### src/rtl/psf_pkg.sv
package psf_pkg;
  typedef enum logic [2:0] {
    FC_NONE  = 3'd0,
    FC_BROWN = 3'd1,
    FC_OLP   = 3'd2,
    FC_SC    = 3'd3,
    FC_VOVP  = 3'd4,
    FC_AUX   = 3'd5,
    FC_OT    = 3'd6,
    FC_EXT   = 3'd7
  } fcode_e;

  typedef enum logic [2:0] {
    ST_WAIT  = 3'd0,
    ST_RUN   = 3'd1,
    ST_OLPH  = 3'd2,
    ST_OTH   = 3'd3,
    ST_LATCH = 3'd4
  } pstate_e;

  function automatic int psf_max(input int a, input int b);
    return (a > b) ? a : b;
  endfunction
endpackage

### src/rtl/psf_dbnc.sv
module psf_dbnc #(
  parameter int W = 8
) (
  input  logic         clk,
  input  logic         rst,
  input  logic         clr,
  input  logic         cond,
  input  logic         tick,
  input  logic [W-1:0] limit,
  output logic         trip
);
  logic [W-1:0] cnt;

  always_ff @(posedge clk) begin
    if (rst || clr)
      cnt <= '0;
    else if (cond && tick && (cnt < limit))
      cnt <= cnt + 1'b1;
  end

  assign trip = (cnt >= limit) && !clr;

  // a cleared counter cannot report a trip on the next cycle
  a_r3_clear_blocks_trip: assert property (@(posedge clk) disable iff (rst)
    clr |=> !trip);
endmodule

### src/rtl/psf_aux_cnt.sv
module psf_aux_cnt #(
  parameter int N = 4
) (
  input  logic clk,
  input  logic rst,
  input  logic clr,
  input  logic valid,
  input  logic over,
  output logic trip
);
  localparam int CW = $clog2(N + 1);
  logic [CW-1:0] cnt;

  always_ff @(posedge clk) begin
    if (rst || clr)
      cnt <= '0;
    else if (valid) begin
      if (!over)
        cnt <= '0;
      else if (cnt < CW'(N))
        cnt <= cnt + 1'b1;
    end
  end

  assign trip = (cnt == CW'(N));

  // a clean sample leaves no pending trip
  a_r8_clean_sample_resets: assert property (@(posedge clk) disable iff (rst)
    (valid && !over && !clr) |=> !trip);
endmodule

### src/rtl/psf_ctrl.sv
module psf_ctrl
  import psf_pkg::*;
#(
  parameter int UV_CYCLES = 4
) (
  input  logic       clk,
  input  logic       rst,
  input  logic       pdr,
  input  logic       uv_on,
  input  logic       uv_off,
  input  logic       brown_in,
  input  logic       fb_overload,
  input  logic       over_temp,
  input  logic       trip_bno,
  input  logic       trip_olp,
  input  logic       trip_sc,
  input  logic       trip_vovp,
  input  logic       trip_aux,
  input  logic       trip_ext,
  output logic       gate_en,
  output logic [2:0] fault_code,
  output logic       startup
);
  localparam int UW = $clog2(UV_CYCLES + 1);

  pstate_e       state;
  fcode_e        code;
  logic          uv_on_q, uv_off_q, armed, bi_seen;
  logic [UW-1:0] uv_cnt;
  logic          on_rise, off_rise;

  assign on_rise  = uv_on && !uv_on_q;
  assign off_rise = uv_off && !uv_off_q;

  always_ff @(posedge clk) begin
    if (rst || pdr) begin
      state    <= ST_WAIT;
      code     <= FC_NONE;
      gate_en  <= 1'b0;
      uv_on_q  <= 1'b0;
      uv_off_q <= 1'b0;
      armed    <= 1'b0;
      bi_seen  <= 1'b0;
      uv_cnt   <= '0;
      startup  <= 1'b0;
    end else begin
      uv_on_q  <= uv_on;
      uv_off_q <= uv_off;
      if (brown_in) bi_seen <= 1'b1;
      case (state)
        ST_WAIT: begin
          if (on_rise) armed <= 1'b1;
          if (armed && bi_seen && !over_temp) begin
            state   <= ST_RUN;
            gate_en <= 1'b1;
            startup <= 1'b1;
            armed   <= 1'b0;
          end
        end
        ST_RUN: begin
          if (!fb_overload) startup <= 1'b0;
          if (over_temp) begin
            state <= ST_OTH; gate_en <= 1'b0; code <= FC_OT;
          end else if (trip_aux) begin
            state <= ST_WAIT; gate_en <= 1'b0; code <= FC_AUX;
          end else if (trip_vovp) begin
            state <= ST_WAIT; gate_en <= 1'b0; code <= FC_VOVP;
          end else if (trip_sc) begin
            state <= ST_WAIT; gate_en <= 1'b0; code <= FC_SC;
          end else if (trip_olp) begin
            state <= ST_OLPH; gate_en <= 1'b0; code <= FC_OLP;
            uv_cnt <= '0;
          end else if (trip_bno) begin
            state <= ST_WAIT; gate_en <= 1'b0; code <= FC_BROWN;
            bi_seen <= 1'b0;
          end else if (uv_off) begin
            state <= ST_WAIT; gate_en <= 1'b0;
          end
        end
        ST_OLPH: begin
          if (off_rise) begin
            if (uv_cnt == UW'(UV_CYCLES - 1)) begin
              state  <= ST_WAIT;
              uv_cnt <= '0;
            end else begin
              uv_cnt <= uv_cnt + 1'b1;
            end
          end
        end
        ST_OTH: begin
          if (!over_temp) begin
            state   <= ST_RUN;
            gate_en <= 1'b1;
          end
        end
        default: state <= ST_LATCH;
      endcase
      if (trip_ext && state != ST_LATCH) begin
        state   <= ST_LATCH;
        gate_en <= 1'b0;
        code    <= FC_EXT;
      end
    end
  end

  assign fault_code = code;

  // power-down reset returns to the initial outputs
  a_r11_pdr_clears: assert property (@(posedge clk) disable iff (rst)
    pdr |=> (!gate_en && fault_code == 3'd0));

  // a latched state keeps the gate off until power-down reset
  a_r10_latch_holds: assert property (@(posedge clk) disable iff (rst)
    (state == ST_LATCH && !pdr) |=> !gate_en);

  // over-temperature never lets the gate be on the next cycle
  a_r9_ot_blocks: assert property (@(posedge clk) disable iff (rst)
    (over_temp && !pdr) |=> !gate_en);

  // an enable edge needs a brown-in seen beforehand
  a_r1_needs_brown_in: assert property (@(posedge clk) disable iff (rst)
    $rose(gate_en) |-> $past(bi_seen));

  // during overload hold-off the gate stays off
  a_r5_olp_holds: assert property (@(posedge clk) disable iff (rst)
    (state == ST_OLPH && !trip_ext) |=> !gate_en);
endmodule

### src/rtl/psu_fault_supervisor.sv
module psu_fault_supervisor
  import psf_pkg::*;
#(
  parameter int OLP_RUN_MS   = 64,
  parameter int OLP_START_MS = 74,
  parameter int SC_MS        = 16,
  parameter int BNO_MS       = 75,
  parameter int OVP_US       = 64,
  parameter int LATCH_US     = 500,
  parameter int AUX_CYCLES   = 4,
  parameter int UV_CYCLES    = 4
) (
  input  logic       clk,
  input  logic       rst,
  input  logic       tick_ms,
  input  logic       tick_us,
  input  logic       uv_on,
  input  logic       uv_off,
  input  logic       pdr,
  input  logic       vcc_ovp,
  input  logic       fb_overload,
  input  logic       vcc_low_sc,
  input  logic       brown_out,
  input  logic       brown_in,
  input  logic       latch_low,
  input  logic       latch_high,
  input  logic       over_temp,
  input  logic       aux_valid,
  input  logic       aux_over,
  output logic       gate_en,
  output logic [2:0] fault_code
);
  localparam int MS_MAX = psf_max(psf_max(OLP_RUN_MS, OLP_START_MS), psf_max(SC_MS, BNO_MS));
  localparam int US_MAX = psf_max(OVP_US, LATCH_US);
  localparam int MS_W   = $clog2(MS_MAX + 1);
  localparam int US_W   = $clog2(US_MAX + 1);

  logic            trip_bno, trip_olp, trip_sc, trip_vovp, trip_aux, trip_ext;
  logic            startup;
  logic [MS_W-1:0] olp_limit;

  assign olp_limit = startup ? MS_W'(OLP_START_MS) : MS_W'(OLP_RUN_MS);

  psf_dbnc #(.W(MS_W)) u_olp (
    .clk(clk), .rst(rst), .clr(pdr || !gate_en || !fb_overload),
    .cond(fb_overload), .tick(tick_ms), .limit(olp_limit), .trip(trip_olp));

  psf_dbnc #(.W(MS_W)) u_sc (
    .clk(clk), .rst(rst), .clr(pdr || !gate_en || !(fb_overload && vcc_low_sc)),
    .cond(fb_overload && vcc_low_sc), .tick(tick_ms), .limit(MS_W'(SC_MS)),
    .trip(trip_sc));

  psf_dbnc #(.W(MS_W)) u_bno (
    .clk(clk), .rst(rst), .clr(pdr || !brown_out),
    .cond(brown_out), .tick(tick_ms), .limit(MS_W'(BNO_MS)), .trip(trip_bno));

  psf_dbnc #(.W(US_W)) u_vovp (
    .clk(clk), .rst(rst), .clr(pdr || !vcc_ovp),
    .cond(vcc_ovp), .tick(tick_us), .limit(US_W'(OVP_US)), .trip(trip_vovp));

  // external latch: only the upper comparator clears the count
  psf_dbnc #(.W(US_W)) u_ext (
    .clk(clk), .rst(rst), .clr(pdr || latch_high),
    .cond(latch_low), .tick(tick_us), .limit(US_W'(LATCH_US)), .trip(trip_ext));

  psf_aux_cnt #(.N(AUX_CYCLES)) u_aux (
    .clk(clk), .rst(rst), .clr(pdr || !gate_en),
    .valid(aux_valid), .over(aux_over), .trip(trip_aux));

  psf_ctrl #(.UV_CYCLES(UV_CYCLES)) u_ctrl (
    .clk(clk), .rst(rst), .pdr(pdr), .uv_on(uv_on), .uv_off(uv_off),
    .brown_in(brown_in), .fb_overload(fb_overload), .over_temp(over_temp),
    .trip_bno(trip_bno), .trip_olp(trip_olp), .trip_sc(trip_sc),
    .trip_vovp(trip_vovp), .trip_aux(trip_aux), .trip_ext(trip_ext),
    .gate_en(gate_en), .fault_code(fault_code), .startup(startup));
endmodule

### config.mk
export PLATFORM = sky130hd
export DESIGN_NAME = psu_fault_supervisor
export DESIGN_NICKNAME = d
export VERILOG_FILES = /design/src/rtl/psf_pkg.sv /design/src/rtl/psf_dbnc.sv /design/src/rtl/psf_aux_cnt.sv /design/src/rtl/psf_ctrl.sv /design/src/rtl/psu_fault_supervisor.sv
export SDC_FILE = /design/constraint.sdc
export NUM_CORES = 1
export LEC_CHECK = 0
export BUFFER_PORTS_ARGS = -buffer_cell sky130_fd_sc_hd__buf_2
export CAP_MARGIN = 20
export CORE_ASPECT_RATIO = 2
export CORE_MARGIN = 2
export CORE_UTILIZATION = 51
export CTS_CLUSTER_SIZE = 40
export DETAILED_ROUTE_END_ITERATION = 8
export GPL_TIMING_DRIVEN = 0
export PLACE_DENSITY = 0.65
export RECOVER_POWER = 100
export SLEW_MARGIN = 20
export SYNTH_ARGS = -nofsm -noshare
export SYNTH_HDL_FRONTEND = slang
export SYNTH_SLANG_ARGS = --single-unit
### constraint.sdc
create_clock -name clk -period 2.67 [get_ports clk]
set_input_delay 0.534 -clock clk [delete_from_list [all_inputs] [get_ports clk]]
set_output_delay 0.534 -clock clk [all_outputs]
set_load 0.005 [all_outputs]
==> impl_metrics.ini <==
[clock_tree]
cts_setup_buffers = 0
cts-resized-gates = 0
cts_max_level = 3
tritoncts = built
tritoncts_num_sinks = 57
ctsHoldBuffers = 0
worstSkewPairLatency_ns = 0.32
clock_tree.buffer_depth = 2
clk_pin_slew_ns = 0.06
clockRootBuffer = sky130_fd_sc_hd__clkbuf_8
cts_made_buffers = 9

[synthesis]
number_of_warnings_printed_during_yosys_synthesis = 0
postSynthRegisterBits = 57
synth_cells = 312
async_flop_share = 0
synth_edf_count = 0
syn_nets = 342
portion_of_the_post_synthesis_area_used_by_sequential_elements = 0.424
synthFlopType = sky130_fd_sc_hd__dfxtp_1
netlist_area_before_placement_um2 = 2690
synthDistinctLibCells = 44
synthesis.area_per_instance_um2 = 8.63

[global_route]
grt_overflow_total = 0
first_global_vias = 2162
grt_pass1_wl_mm = 9.43
grt_start_max_net_pins = 11
overall_global_routing_resource_usage = 0.200
initial_antenna_violation_count = 0

[sta]
final.period_utilization = 0.861
finalHoldViolations = 0
hold_ws_ns = 0.429
rsz0062_at_grt = no
timing_worst_slew_pin_value_ns = 0.828
setup_viol = 0
final.setup_skew_ns = 0.00388
slew_headroom = 0.446
min_tclk_post_route_ns = 2.30
finalMaxSlewViolations = 0
setup_tns_ns = 0
achievable-frequency_ghz = 0.435

[job]
maxCapViolations = 0

[routing]
1st_pass_router_iterations = 4
total_number_of_vias = 2200
drt_wl_total_mm = 5.38
routed_wire_length_per_instance_um = 13.3
ant_nets = 0
drt_iter0_drc = 72
remaining_drcs = 0
detail_route.vias_per_cell = 5.42

[layout]
post_route_cells_drive_above_1_share = 0.106
synthToLayoutAreaGrowth_pct = 11.0
multi_input_logic_area_um2 = 1450
register_area_um2 = 1140
fill_cell_total_of_the_finished_layout = 489
finalNetCount = 373
count_of_antenna_diodes_in_the_layout = 0
design_area_um2 = 2990
post_layout_nonfiller_instances = 406

[die]
core-area_um2 = 5140
floorplan.initialDensity = 0.524
floorplan.io_pins = 21
die_h_um = 107
cell_rows = 37
dieArea_um2 = 5910
die_w_um = 55.4

[min_path]
min_path_type = in -> reg
hold-path-cell-count = 2

[place]
placedInstanceArea_um2 = 2870
post-place-cells = 390
finalWeightedCongestion = 0.767
place.port_buffers = 20
hpwlAfterDp_mm = 4.05

[critical_path]
timing.critical_path.arrival_ns = 2.55
worst_ep_required_time_ns = 2.92
worst_r2r_path_depth = 8
worstPathMaxFanout = 4
critPathCaptureType = flop
setup_crit_start_kind = flop
reg2reg_slack_ns = 0.37
worstSetupPathType = reg -> reg

[power_and_ir_drop]
ir_worst_vdd_mv = 0.396
power_density_nw_per_um2 = 525
leakagePower_nw = 1.14

[run_status]
run_status = finished, final reports clean
metal layers:
layer  wire length (um)  up-vias  track usage
li1                   -     1137            -
met1               2230     1021        0.221
met2               2910       37        0.370
met3                159        5       0.0374
met4                 82        0       0.0784
met5                  0        -            0
logic make-up (layout without fill, tap and decap cells):
kind of cell,Yosys count,in the layout,synth area share
mux,5,5,0.0186
simple gates,142,142,0.258
flops,57,57,0.424
compound gates,51,51,0.133
buf+inv,20,56,0.0279
xor+xnor,24,24,0.0781
fa+ha+maj,13,13,0.0604
power breakdown:
| part | internal [mW] | switching (mW) | leakage, nW |
|---|---|---|---|
| logic | 0.0239 | 0.0408 | 0.601 |
| registers | 0.854 | 0.00228 | 0.460 |
| clock network | 0.331 | 0.318 | 0.0839 |
flip-flops by register name, indices dropped and copies added, names as in the netlist, 3 cells and up:
signal	flops
u_ext.cnt	9
u_vovp.cnt	9
u_bno.cnt	7
u_olp.cnt	7
u_sc.cnt	7
u_aux.cnt	3
u_ctrl.fault_code	3
u_ctrl.state	3
u_ctrl.uv_cnt	3
worst max-delay path, stage by stage, from the launching register on:
cell and delay (ns):
sky130_fd_sc_hd__dfxtp_1 0.35, sky130_fd_sc_hd__inv_1 0.06, sky130_fd_sc_hd__ha_1 0.28, sky130_fd_sc_hd__nand2b_2 0.06, sky130_fd_sc_hd__a2111o_1 0.46, sky130_fd_sc_hd__a31oi_1 0.32
sky130_fd_sc_hd__o31ai_1 0.22, sky130_fd_sc_hd__a211o_1 0.30, sky130_fd_sc_hd__a31oi_1 0.16
final timing paths:
kind,start,endpoint
max,u_olp.cnt[1],u_ctrl.fault_code[0]
min,uv_on,u_ctrl.uv_on_q
min reg2reg,u_ctrl.uv_cnt[2],u_ctrl.uv_cnt[2]
max reg2reg,u_olp.cnt[1],u_ctrl.fault_code[0]
cell usage in the layout, fill, tap and decap left out, types with 6 or more instances in the layout:
master and count:
sky130_fd_sc_hd__dfxtp_1 57, sky130_fd_sc_hd__nor2_1 54, sky130_fd_sc_hd__nand2b_1 6, sky130_fd_sc_hd__o21ai_0 12
sky130_fd_sc_hd__nor3_1 9, sky130_fd_sc_hd__nand4_1 9, sky130_fd_sc_hd__nand2_1 28, sky130_fd_sc_hd__buf_2 18
sky130_fd_sc_hd__inv_1 14, sky130_fd_sc_hd__and3_1 8, sky130_fd_sc_hd__clkbuf_8 9, sky130_fd_sc_hd__nand3_1 9
sky130_fd_sc_hd__clkbuf_1 10, sky130_fd_sc_hd__a21oi_1 12, sky130_fd_sc_hd__a31oi_1 6, sky130_fd_sc_hd__ha_1 13
sky130_fd_sc_hd__xor2_1 16, sky130_fd_sc_hd__xnor2_1 8
per-stage QoR:
stage / utilization / power (mW) / setup slack, ns
after global placement: 0.558 / 0.941 / 0.423
after floorplan: - / 0.910 / 0.681
after global routing: 0.582 / 1.64 / 0.236
after CTS: 0.588 / 1.60 / 0.500
after detailed placement: 0.558 / 0.941 / 0.487
final: 0.582 / 1.57 / 0.370
cells in the mapped netlist, types with 2 or more instances:
library cell | instances | area share
sky130_fd_sc_hd__nand3_1 | 9 | 0.017
sky130_fd_sc_hd__o21ai_1 | 3 | 0.0056
sky130_fd_sc_hd__mux2i_1 | 5 | 0.019
sky130_fd_sc_hd__o211a_1 | 2 | 0.0074
sky130_fd_sc_hd__a21o_1 | 3 | 0.0084
sky130_fd_sc_hd__xnor2_1 | 8 | 0.026
sky130_fd_sc_hd__o21ai_0 | 10 | 0.019
sky130_fd_sc_hd__nor3_1 | 9 | 0.017
sky130_fd_sc_hd__nor2b_1 | 4 | 0.0093
sky130_fd_sc_hd__inv_1 | 14 | 0.020
sky130_fd_sc_hd__nand2b_1 | 6 | 0.014
sky130_fd_sc_hd__xor2_1 | 16 | 0.052
sky130_fd_sc_hd__o31ai_2 | 2 | 0.0093
sky130_fd_sc_hd__clkbuf_1 | 5 | 0.0070
sky130_fd_sc_hd__ha_1 | 13 | 0.060
sky130_fd_sc_hd__a31oi_1 | 5 | 0.012
sky130_fd_sc_hd__nand3b_1 | 2 | 0.0056
sky130_fd_sc_hd__a211o_1 | 2 | 0.0065
sky130_fd_sc_hd__and3_1 | 8 | 0.019
sky130_fd_sc_hd__nand2_1 | 28 | 0.039
sky130_fd_sc_hd__nand4_1 | 9 | 0.021
sky130_fd_sc_hd__a211oi_1 | 3 | 0.0084
sky130_fd_sc_hd__and4_1 | 3 | 0.0098
sky130_fd_sc_hd__dfxtp_1 | 57 | 0.42
sky130_fd_sc_hd__nor2_1 | 54 | 0.075
sky130_fd_sc_hd__or3_1 | 2 | 0.0046
sky130_fd_sc_hd__and2_1 | 3 | 0.0070
sky130_fd_sc_hd__a21oi_1 | 11 | 0.020
area by class of cell:
class                      count  area share
multi-input combinational    235       0.484
sequential                    57       0.382
clock buffer                  12      0.0452
timing repair buffer          20      0.0326
tap                           58      0.0243
inverter                      14      0.0176
buffer                         6     0.00753
clock inverter                 4     0.00670
Note: power is estimated with default switching activity, not from simulation.
